`src/rtl/thermal_evt_pkg.sv`:
```
package thermal_evt_pkg;

    localparam int RW = 16;   // register bus width
    localparam int AW = 3;    // register address width

    typedef enum logic [AW-1:0] {
        ADR_STAT  = 3'd0,
        ADR_DELTA = 3'd1,
        ADR_CEIL  = 3'd2,
        ADR_CUR   = 3'd3,
        ADR_PREV  = 3'd4,
        ADR_LIMIT = 3'd5
    } reg_addr_e;

    typedef struct packed {
        logic overrun;
        logic cause_thr;
        logic pending;
    } evt_status_t;

    localparam int ACK_BIT = 0;
    localparam int OVC_BIT = 2;

endpackage

```
`src/rtl/thermal_delta_cmp.sv`:
```
module thermal_delta_cmp #(
    parameter int TW = 12
) (
    input  logic signed [TW-1:0] sample,
    input  logic signed [TW-1:0] refv,
    input  logic        [TW:0]   delta,
    output logic                 over
);
    localparam int XW = TW + 1;

    logic signed [XW-1:0] diff;
    logic        [XW-1:0] mag;

    always_comb begin
        diff = XW'(sample) - XW'(refv);
        mag  = diff[XW-1] ? XW'(-diff) : XW'(diff);
        over = (mag > delta);
    end
endmodule

```
`src/rtl/thermal_timeout.sv`:
```
module thermal_timeout #(
    parameter int CW = 16
) (
    input  logic          clk,
    input  logic          rst,
    input  logic          strobe,
    input  logic          evt,
    input  logic          evt_thr,
    input  logic [CW-1:0] ceiling,
    output logic          tmo,
    output logic [CW-1:0] limit
);
    logic [CW-1:0] cnt_q;
    logic [CW-1:0] cnt_inc;
    logic [CW:0]   dbl;
    logic [CW-1:0] grown;

    always_comb begin
        cnt_inc = cnt_q + 1'b1;
        tmo     = strobe && (cnt_inc >= limit);
        dbl     = {limit, 1'b0};
        grown   = (dbl > {1'b0, ceiling}) ? ceiling : dbl[CW-1:0];
        if (grown == '0) grown = CW'(1);
    end

    always_ff @(posedge clk) begin
        if (rst) begin
            cnt_q <= '0;
            limit <= CW'(1);
        end else if (evt) begin
            cnt_q <= '0;
            limit <= evt_thr ? CW'(1) : grown;
        end else if (strobe) begin
            cnt_q <= cnt_inc;
        end
    end
endmodule

```
`src/rtl/thermal_regs.sv`:
```
module thermal_regs
    import thermal_evt_pkg::*;
#(
    parameter int TW        = 12,
    parameter int CW        = 16,
    parameter int DELTA_RST = 16,
    parameter int CEIL_RST  = 1000
) (
    input  logic                 clk,
    input  logic                 rst,
    input  logic                 strobe,
    input  logic signed [TW-1:0] sample,
    input  logic                 evt,
    input  logic                 evt_thr,
    input  logic                 reg_wr,
    input  logic [AW-1:0]        reg_addr,
    input  logic [RW-1:0]        reg_wdata,
    input  logic [CW-1:0]        limit,
    output logic [TW:0]          delta,
    output logic [CW-1:0]        ceiling,
    output logic signed [TW-1:0] refv,
    output logic signed [TW-1:0] cur_q,
    output evt_status_t          stat_q,
    output logic [RW-1:0]        rdata
);
    logic signed [TW-1:0] last_q;
    logic signed [TW-1:0] prev_q;
    logic                 ack_wr;
    logic                 ovc_wr;

    assign ack_wr = reg_wr && (reg_addr == ADR_STAT) && reg_wdata[ACK_BIT];
    assign ovc_wr = reg_wr && (reg_addr == ADR_STAT) && reg_wdata[OVC_BIT];

    function automatic logic [RW-1:0] sext(input logic signed [TW-1:0] v);
        return {{(RW-TW){v[TW-1]}}, v};
    endfunction

    // configuration registers
    always_ff @(posedge clk) begin
        if (rst) begin
            delta   <= (TW+1)'(DELTA_RST);
            ceiling <= CW'(CEIL_RST);
        end else if (reg_wr) begin
            if (reg_addr == ADR_DELTA) delta   <= reg_wdata[TW:0];
            if (reg_addr == ADR_CEIL)  ceiling <= reg_wdata[CW-1:0];
        end
    end

    // sample capture
    always_ff @(posedge clk) begin
        if (rst) begin
            last_q <= '0;
            refv   <= '0;
            cur_q  <= '0;
            prev_q <= '0;
        end else if (strobe) begin
            last_q <= sample;
            if (evt) begin
                refv   <= sample;
                cur_q  <= sample;
                prev_q <= last_q;
            end
        end
    end

    // event status
    always_ff @(posedge clk) begin
        if (rst) begin
            stat_q <= '0;
        end else begin
            if (evt) begin
                stat_q.pending   <= 1'b1;
                stat_q.cause_thr <= evt_thr;
            end else if (ack_wr) begin
                stat_q.pending   <= 1'b0;
            end
            if (evt && stat_q.pending && !ack_wr)
                stat_q.overrun <= 1'b1;
            else if (ovc_wr)
                stat_q.overrun <= 1'b0;
        end
    end

    always_comb begin
        unique case (reg_addr)
            ADR_STAT:  rdata = RW'(stat_q);
            ADR_DELTA: rdata = RW'(delta);
            ADR_CEIL:  rdata = RW'(ceiling);
            ADR_CUR:   rdata = sext(cur_q);
            ADR_PREV:  rdata = sext(prev_q);
            ADR_LIMIT: rdata = RW'(limit);
            default:   rdata = '0;
        endcase
    end
endmodule

```
`src/rtl/thermal_event_gen.sv`:
```
module thermal_event_gen
    import thermal_evt_pkg::*;
#(
    parameter int TW        = 12,
    parameter int CW        = 16,
    parameter int DELTA_RST = 16,
    parameter int CEIL_RST  = 1000
) (
    input  logic                 clk,
    input  logic                 rst,
    input  logic                 smp_valid_i,
    input  logic signed [TW-1:0] smp_temp_i,
    input  logic                 reg_wr_i,
    input  logic [AW-1:0]        reg_addr_i,
    input  logic [RW-1:0]        reg_wdata_i,
    output logic [RW-1:0]        reg_rdata_o,
    output logic                 irq_o
);
    logic                 over;
    logic                 tmo;
    logic                 evt;
    logic                 evt_thr;
    logic [TW:0]          delta;
    logic [CW-1:0]        ceiling;
    logic [CW-1:0]        limit;
    logic signed [TW-1:0] refv;
    logic signed [TW-1:0] cur_q;
    evt_status_t          stat_q;

    thermal_delta_cmp #(.TW(TW)) u_cmp (
        .sample (smp_temp_i),
        .refv   (refv),
        .delta  (delta),
        .over   (over)
    );

    assign evt_thr = smp_valid_i && over;
    assign evt     = evt_thr || tmo;

    thermal_timeout #(.CW(CW)) u_tmo (
        .clk     (clk),
        .rst     (rst),
        .strobe  (smp_valid_i),
        .evt     (evt),
        .evt_thr (evt_thr),
        .ceiling (ceiling),
        .tmo     (tmo),
        .limit   (limit)
    );

    thermal_regs #(
        .TW(TW), .CW(CW), .DELTA_RST(DELTA_RST), .CEIL_RST(CEIL_RST)
    ) u_regs (
        .clk       (clk),
        .rst       (rst),
        .strobe    (smp_valid_i),
        .sample    (smp_temp_i),
        .evt       (evt),
        .evt_thr   (evt_thr),
        .reg_wr    (reg_wr_i),
        .reg_addr  (reg_addr_i),
        .reg_wdata (reg_wdata_i),
        .limit     (limit),
        .delta     (delta),
        .ceiling   (ceiling),
        .refv      (refv),
        .cur_q     (cur_q),
        .stat_q    (stat_q),
        .rdata     (reg_rdata_o)
    );

    assign irq_o = stat_q.pending;
endmodule

```
`config.mk`:
```
export PLATFORM = sky130hd
export DESIGN_NAME = thermal_event_gen
export DESIGN_NICKNAME = d
export VERILOG_FILES = /design/src/rtl/thermal_evt_pkg.sv /design/src/rtl/thermal_delta_cmp.sv /design/src/rtl/thermal_timeout.sv /design/src/rtl/thermal_regs.sv /design/src/rtl/thermal_event_gen.sv
export SDC_FILE = /design/constraint.sdc
export NUM_CORES = 1
export LEC_CHECK = 0
export ABC_CLOCK_PERIOD_IN_PS = 11100
export BUFFER_PORTS_ARGS = -buffer_cell sky130_fd_sc_hd__buf_2
export CELL_PAD_IN_SITES_DETAIL_PLACEMENT = 1
export CELL_PAD_IN_SITES_GLOBAL_PLACEMENT = 2
export CORE_ASPECT_RATIO = 0.75
export CORE_MARGIN = 4
export CORE_UTILIZATION = 40
export CTS_CLUSTER_DIAMETER = 120
export DETAILED_ROUTE_END_ITERATION = 10
export PLACE_DENSITY_LB_ADDON = 0.1
export SETUP_SLACK_MARGIN = 0.2
export SLEW_MARGIN = 20
export SYNTH_ARGS = -nofsm -noshare
export SYNTH_HDL_FRONTEND = slang
export SYNTH_SLANG_ARGS = --single-unit
export TNS_END_PERCENT = 100
```
`constraint.sdc`:
```
create_clock -name clk -period 11.1 [get_ports clk]
set_input_delay 2.22 -clock clk [delete_from_list [all_inputs] [get_ports clk]]
set_output_delay 2.22 -clock clk [all_outputs]
set_load 0.03 [all_outputs]
```
==> results of run 1 <==
## worst max path at each step
stage	startpoint	slack, ns	to
floorplan	smp_temp_i[0]	4.73	u_tmo.cnt_q[10]$_SDFFE_PP0P_
global placement	smp_temp_i[0]	4.02	u_tmo.limit[15]$_SDFFE_PP0P_
detailed placement	smp_temp_i[0]	4.01	u_tmo.cnt_q[3]$_SDFFE_PP0P_
CTS	smp_temp_i[0]	4.39	u_tmo.cnt_q[3]$_SDFFE_PP0P_
global route	smp_temp_i[0]	4.07	u_tmo.cnt_q[13]$_SDFFE_PP0P_
finish	reg_addr_i[0]	4.35	reg_rdata_o[5]
## where the power goes
| group | internal (uW) | total, uW | leakage [uW] | switching [uW] |
|---|---|---|---|---|
| Combinational | 424 | 1060 | 0.00218 | 634 |
| Sequential | 416 | 488 | 0.000815 | 71.9 |
| Clock | 155 | 306 | 0.000139 | 151 |
## sequential cells by signal, indices dropped and copies added, names as in the netlist
| signal | flops |
|---|---|
| u_regs.ceiling | 16 |
| u_regs.cur_q | 12 |
| u_regs.delta | 13 |
| u_regs.last_q | 12 |
| u_regs.prev_q | 12 |
| u_regs.stat_q | 3 |
| u_tmo.cnt_q | 16 |
| u_tmo.limit | 16 |
## cells in the mapped netlist, types with 5 or more instances
library cell  instances  area [um2]
a211o_1               7        61.3
a211oi_1              7        52.6
a21o_1               10        75.1
a21oi_1              41         205
a22oi_1              11        82.6
and3_1                7        43.8
clkbuf_1             35         131
dfxtp_1             100        2000
ha_1                 58         726
inv_1                62         233
mux2i_1              51         510
nand2_1              96         360
nand2b_1              7        43.8
nand3_1              10        50.1
nand4_1              16         100
nor2_1               92         345
nor3_1                6        30.0
nor4_1                7        43.8
o211a_1              16         160
o211ai_1             14         105
o21a_1                8        60.1
o21ai_0              27         135
o21ai_1               5        25.0
o22ai_1              11        68.8
xnor2_1              24         210
xor2_1               22         193
## logic make-up (layout without fill, tap and decap cells)
group           after synthesis  count (layout)  share of synthesized area, %
simple gates                263             263                          18.2
buf+inv                     105             134                          6.16
flops                       100             100                          30.4
fa+ha+maj                    59              59                          11.3
compound gates              184             184                          19.2
mux                          54              54                          8.61
xor+xnor                     46              46                          6.12
## per-layer routing
metal / track usage (%) / wire length (um) / vias up
met5: 0 / 0 / -
met3: 3.49 / 792 / 17
li1: - / - / 2890
met4: 4.44 / 214 / 0
met1: 34.5 / 11000 / 2859
met2: 34.1 / 9050 / 118
## metrics by stage
stage | hold WS (ns) | std cells | setup WS (ns)
floorplan | 0.446 | 811 | 4.73
global placement | 0.468 | 1034 | 4.02
detailed placement | 0.487 | 1034 | 4.01
CTS | 0.504 | 1050 | 4.39
global route | 0.520 | 1050 | 4.07
finish | 0.498 | 1050 | 4.35
## layout make-up
class | count | share of cell area, %
well taps | 210 | 3.61
inverters | 62 | 3.20
clock buffers | 9 | 3.09
clock inverters | 7 | 0.757
multi-input cells | 606 | 57.8
repair buffers | 56 | 4.02
flip-flops and latches | 100 | 27.5
## worst max-delay path, stage by stage
cell     delay, ns
buf_2         0.56
nor2b_1       0.87
a22oi_1       0.23
o22ai_1       0.36
buf_2         0.27
==> results by group, run 1 <==
Run status
  – Run status: completed

STA
  – Fmax: 148 MHz
  – Final Max Tran Viols: 0
  – Period Utilization, post-route: 60.8%
  – Worst-Margin Slew: 0.990 ns
  – Setup TNS: 0 ns
  – Endpoints failing hold: 0
  – RSZ-0062 raised after global routing: no
  – Final setup viols: 0
  – Fin crit period: 6.75 ns
  – Slew headroom: 33.9%
  – Worst Skew: 0.0103 ns

Route
  – Avg WL per Cell: 20.0 um
  – DR iter-0 viols: 318
  – Via count: 5884
  – Total wire length: 21000 um
  – Antenna viol nets, final: 0
  – DRC violations left: 0
  – Drt first pass iters: 5
  – Vias per inst: 5.60

Placement
  – Area post-placement: 7000 um2
  – Input/output buffers: 51
  – DP HPWL: 16800 um
  – GPL Wtd Cong: 0.829

Critical path
  – Crit path max fanout: 37
  – Critical path required time: 8.88 ns
  – Critical path type: primary input to output pin
  – Worst reg-to-reg setup slack: 6.05 ns
  – Reg2reg start: u_regs.cur_q[0]$_SDFFE_PP0P_
  – FF-to-FF End: u_tmo.cnt_q[12]$_SDFFE_PP0P_
  – R2R depth: 17
  – Data arrival time of the worst path: 4.53 ns
  – Startpoint Class: primary input
  – Setup crit end kind: output pin

Power and ir drop
  – PwrDens: 255 nW/um2
  – Leak: 0.00313 uW
  – VDD IR max: 0.149 mV
  – Tot Pwr: 1850 uW

Hold path
  – Hold path start: u_regs.prev_q[11]$_SDFFE_PP0P_
  – Worst hold path depth: 2
  – HP Class: flop to flop
  – End of the worst hold path: u_regs.prev_q[11]$_SDFFE_PP0P_

Clock tree
  – CTS tree: yes
  – Post-CTS sizing: 0
  – Hold Buf Count CTS: 0
  – Post-CTS Setup Bufs: 0
  – Clock Tree Root: clkbuf_16
  – CTS H-Tree Depth: 3
  – Clk slew on worst S/H paths: 0.07 ns
  – Total clock sinks: 100
  – CTS Buffer Depth: 2
  – Clk_lat worst skew: 0.36 ns
  – CTS Buf Count: 9

Synth
  – Flops & latches, synth: 100
  – Syn Nets: 905
  – Distinct cells, synth: 62
  – EDFF count, synth: 0
  – Ys async rst share: 0%
  – Sequential area share after synthesis: 30.4%
  – Syn_area_per_cell: 8.12 um2
  – Synthesized cell area: 6590 um2
  – Cells after Synth: 811
  – Ys flop type: dfxtp_1
  – Synth warnings: 0

Layout
  – Multi-input gate area: 4210 um2
  – Layout area overhead: 10.5%
  – FF/Latch Area: 2000 um2
  – N_diodes: 0
  – Design area: 7280 um2
  – Share of cells above drive strength 1: 10.6%
  – Final core occ: 45.3%
  – Most frequent cells in the layout: dfxtp_1 (100), nand2_1 (96), nor2_1 (92)
  – Most common cell after layout, fill and taps aside: dfxtp_1
  – Nets: 929
  – Fillers: 1968

GRT
  – Antenna violations before repair: 0
  – GRT Resource Usage Total: 22.7%
  – Number of global-route vias before repair: 5922
  – Global-route wire length before repair: 33100 um
  – Pin count of the biggest net entering global routing: 71
  – Grt ovf: 0

Floorplan
  – Die footprint: 18600 um2
  – # IOs: 52
  – FP Rows: 40
  – Core area: 16100 um2
  – Die X-Extent: 156 um
  – Initial core utilization: 41.0%
  – Die Y: 119 um

Run
  – Max Cap Violations: 0
Power figures use the tool's default switching activity.
==> inputs of run 2 (changes only) <==
--- a/config.mk
+++ b/config.mk
@@ -5,13 +5,13 @@
 export SDC_FILE = /design/constraint.sdc
 export NUM_CORES = 1
 export LEC_CHECK = 0
-export ABC_CLOCK_PERIOD_IN_PS = 11100
+export ABC_CLOCK_PERIOD_IN_PS = 5700
 export BUFFER_PORTS_ARGS = -buffer_cell sky130_fd_sc_hd__buf_2
 export CELL_PAD_IN_SITES_DETAIL_PLACEMENT = 1
 export CELL_PAD_IN_SITES_GLOBAL_PLACEMENT = 2
 export CORE_ASPECT_RATIO = 0.75
 export CORE_MARGIN = 4
-export CORE_UTILIZATION = 40
+export CORE_UTILIZATION = 33
 export CTS_CLUSTER_DIAMETER = 120
 export DETAILED_ROUTE_END_ITERATION = 10
 export PLACE_DENSITY_LB_ADDON = 0.1
==> constraint.sdc (replaced) <==
create_clock -name clk -period 5.7 [get_ports clk]
set_input_delay 1.14 -clock clk [delete_from_list [all_inputs] [get_ports clk]]
set_output_delay 1.14 -clock clk [all_outputs]
set_load 0.03 [all_outputs]
==> run 2 against run 1 <==
  * Sequential power rose by 92%
  * Wire length grew 6.0%
  * Cell count rose by 4.7%
  * Clock skew down 0.00082 ns
  * Hold slack improved by 0.0014 ns
  * Clock power grew 130%
  * Global-route usage is 2.4 points lower
  * Critical path depth is 14 higher
  * First-iteration DRC count increased by 24%
==> results by group, run 2 (synthesis gave the netlist of run 1 again) <==
Clock tree
  – Total clock sinks: 100 (unchanged)
  – CTS Buf Count: 9 (unchanged)
  – CTS Buffer Depth: 2 (unchanged)
  – Clk_lat worst skew: 0.35 ns (about the same)
  – Clk slew on worst S/H paths: 0.08 ns (about the same)
  – Hold Buf Count CTS: 0 (unchanged)
  – CTS H-Tree Depth: 3 (unchanged)
  – Clock Tree Root: clkbuf_16
  – CTS tree: yes
  – Post-CTS Setup Bufs: 0 (unchanged)

Route
  – Drt first pass iters: 5 (unchanged)
  – Antenna viol nets, final: 0 (unchanged)
  – Vias per inst: 5.43 (-3.1%)
  – Avg WL per Cell: 20.3 um (+1.3%)
  – DR iter-0 viols: 393 (+24%)
  – Total wire length: 22300 um (+6.0%)
  – DRC violations left: 0 (unchanged)
  – Via count: 5968 (+1.4%)

Critical path
  – Reg2reg start: u_regs.cur_q[5]$_SDFFE_PP0P_
  – Critical path required time: 5.98 ns (-2.90 ns)
  – Crit path max fanout: 16 (-57%)
  – Critical path type: primary input to flop
  – Setup crit end kind: flop
  – Crit path from: smp_temp_i[0]
  – CP cell instances: buf_2 > inv_1 > ha_1 > fa_1 > and2b_1 > o21ai_2 > xnor2_1 > nor4_4 > nand3_2 > o41ai_2 > xnor2_1 > ha_1 > a21o_1 > a21o_1 > a21oi_1 > o2111ai_1 > o2bb2ai_4 > or2_2 > nor2_1
  – Slowest stage delay, CP: 0.45 ns (-0.42 ns)
  – Startpoint Class: primary input
  – Data arrival time of the worst path: 5.50 ns (+0.97 ns)
  – Slowest CP cell: or2_2

GRT
  – GRT Resource Usage Total: 20.3% (-2.4 points)
  – Global-route wire length before repair: 34800 um (+5.1%)
  – Antenna violations before repair: 0 (unchanged)
  – Pin count of the biggest net entering global routing: 43 (-39%)
  – Number of global-route vias before repair: 5896 (-0.44%)
  – Grt ovf: 0 (unchanged)

STA
  – Worst Skew: 0.00950 ns (-0.000819 ns)
  – Fin crit period: 5.22 ns
  – RSZ-0062 raised after global routing: no
  – WHS: 0.499 ns (+0.00135 ns)
  – Worst-Margin Slew: 1.07 ns (+0.0826 ns)
  – Period Utilization, post-route: 91.6%
  – Final setup viols: 0 (unchanged)
  – Fmax: 191 MHz
  – Endpoints failing hold: 0 (unchanged)
  – Final Max Tran Viols: 0 (unchanged)
  – Slew headroom: 27.7% (-6.1 points)

Power and ir drop
  – Leak: 0.00319 uW (+1.9%)
  – VDD IR max: 0.285 mV (+91%)
  – PwrDens: 517 nW/um2 (+100%)

Floorplan
  – Die Y: 130 um (+9.4%)
  – Die X-Extent: 171 um (+9.6%)
  – Initial core utilization: 33.8% (-7.2 points)
  – Die footprint: 22300 um2 (+20%)
  – Core area: 19500 um2 (+21%)
  – FP Rows: 44 (+10%)
  – # IOs: 52 (unchanged)

Layout
  – Biggest regs: u_regs.ceiling (16), u_tmo.cnt_q (16), u_tmo.limit (16)
  – FF/Latch Area: 2000 um2 (unchanged)
  – Design area: 7450 um2 (+2.4%)
  – Fillers: 2356 (+20%)
  – Most common cell after layout, fill and taps aside: dfxtp_1
  – Multi-input gate area: 4210 um2 (+0.15%)
  – Final core occ: 38.3% (-7.0 points)
  – Layout area overhead: 13.2%
  – Nets: 935 (+0.65%)
  – Most frequent cells in the layout: dfxtp_1 (100), nand2_1 (96), nor2_1 (91)
  – N_diodes: 0 (unchanged)
  – Share of cells above drive strength 1: 11.3% (+0.75 points)

Placement
  – DP HPWL: 17700 um (+5.5%)
  – GPL Wtd Cong: 0.872 (+5.2%)
  – Area post-placement: 7110 um2 (+1.6%)
  – Input/output buffers: 51 (unchanged)

Run status
  – Run status: completed

Hold path
  – Hold path start: u_regs.last_q[4]$_SDFFE_PP0P_
  – HP Class: flop to flop

Run
  – Max Cap Violations: 0 (unchanged)
[run 2: metrics by stage]
stage	std cells	total power (uW)	setup TNS, ns	setup WS (ns)
2_1_floorplan	811	2470	0	0.411
3_3_place_gp	1083	3060	0	0.187
3_5_place_dp	1083	3120	-0.0320	-0.0173
4_1_cts	1099	3860	0	0.374
5_1_grt	1099	4140	0	0.205
6_report	1099	3850	0	0.477
[run 2: cell type report]
class                           count  area share [%]
Multi-Input combinational cell    606            56.5
Sequential cell                   100            26.9
Timing Repair Buffer               62            4.70
Tap cell                          253            4.25
Inverter                           62            3.12
Clock buffer                       10            3.07
Clock inverter                      6            1.49
[run 2: path summary, 6_finish.rpt]
check / end / slack, ns / depth (start not counted)
worst max-delay path: u_tmo.cnt_q[2]$_SDFFE_PP0P_ / 0.48 / 19
worst min-delay path: u_regs.last_q[4]$_SDFFE_PP0P_ / 0.50 / 2
worst max register to register: u_tmo.cnt_q[2]$_SDFFE_PP0P_ / 1.02 / 16
worst min register to register: u_regs.last_q[4]$_SDFFE_PP0P_ / 0.50 / 2
[run 2: power breakdown]
group	switching, uW	total, uW	internal [uW]
Combinational	1320	2200	877
Sequential	128	937	810
Clock	288	719	431
[run 2: critical path: cells and delay by family]
kind                     cells  cell delay (ns)
adder cells (fa/ha/maj)      3             0.88
AO/OA/AOI/OAI                7             1.46
buffers and inverters        2             0.17
AND/OR/NAND/NOR              5             1.45
XOR/XNOR                     2             0.39
[run 2: routing by layer]
metal	part of all wire (%)	GRT usage (%)
met1	56	32.9
met2	40	28.6
met3	4.3	3.21
met4	0.52	2.84
met5	0	0
[run 2: timing repair]
action,4_1_cts,5_1_grt
setup endpoints to repair,0,16
hold endpoints to repair,0,0
resized for setup,0,2
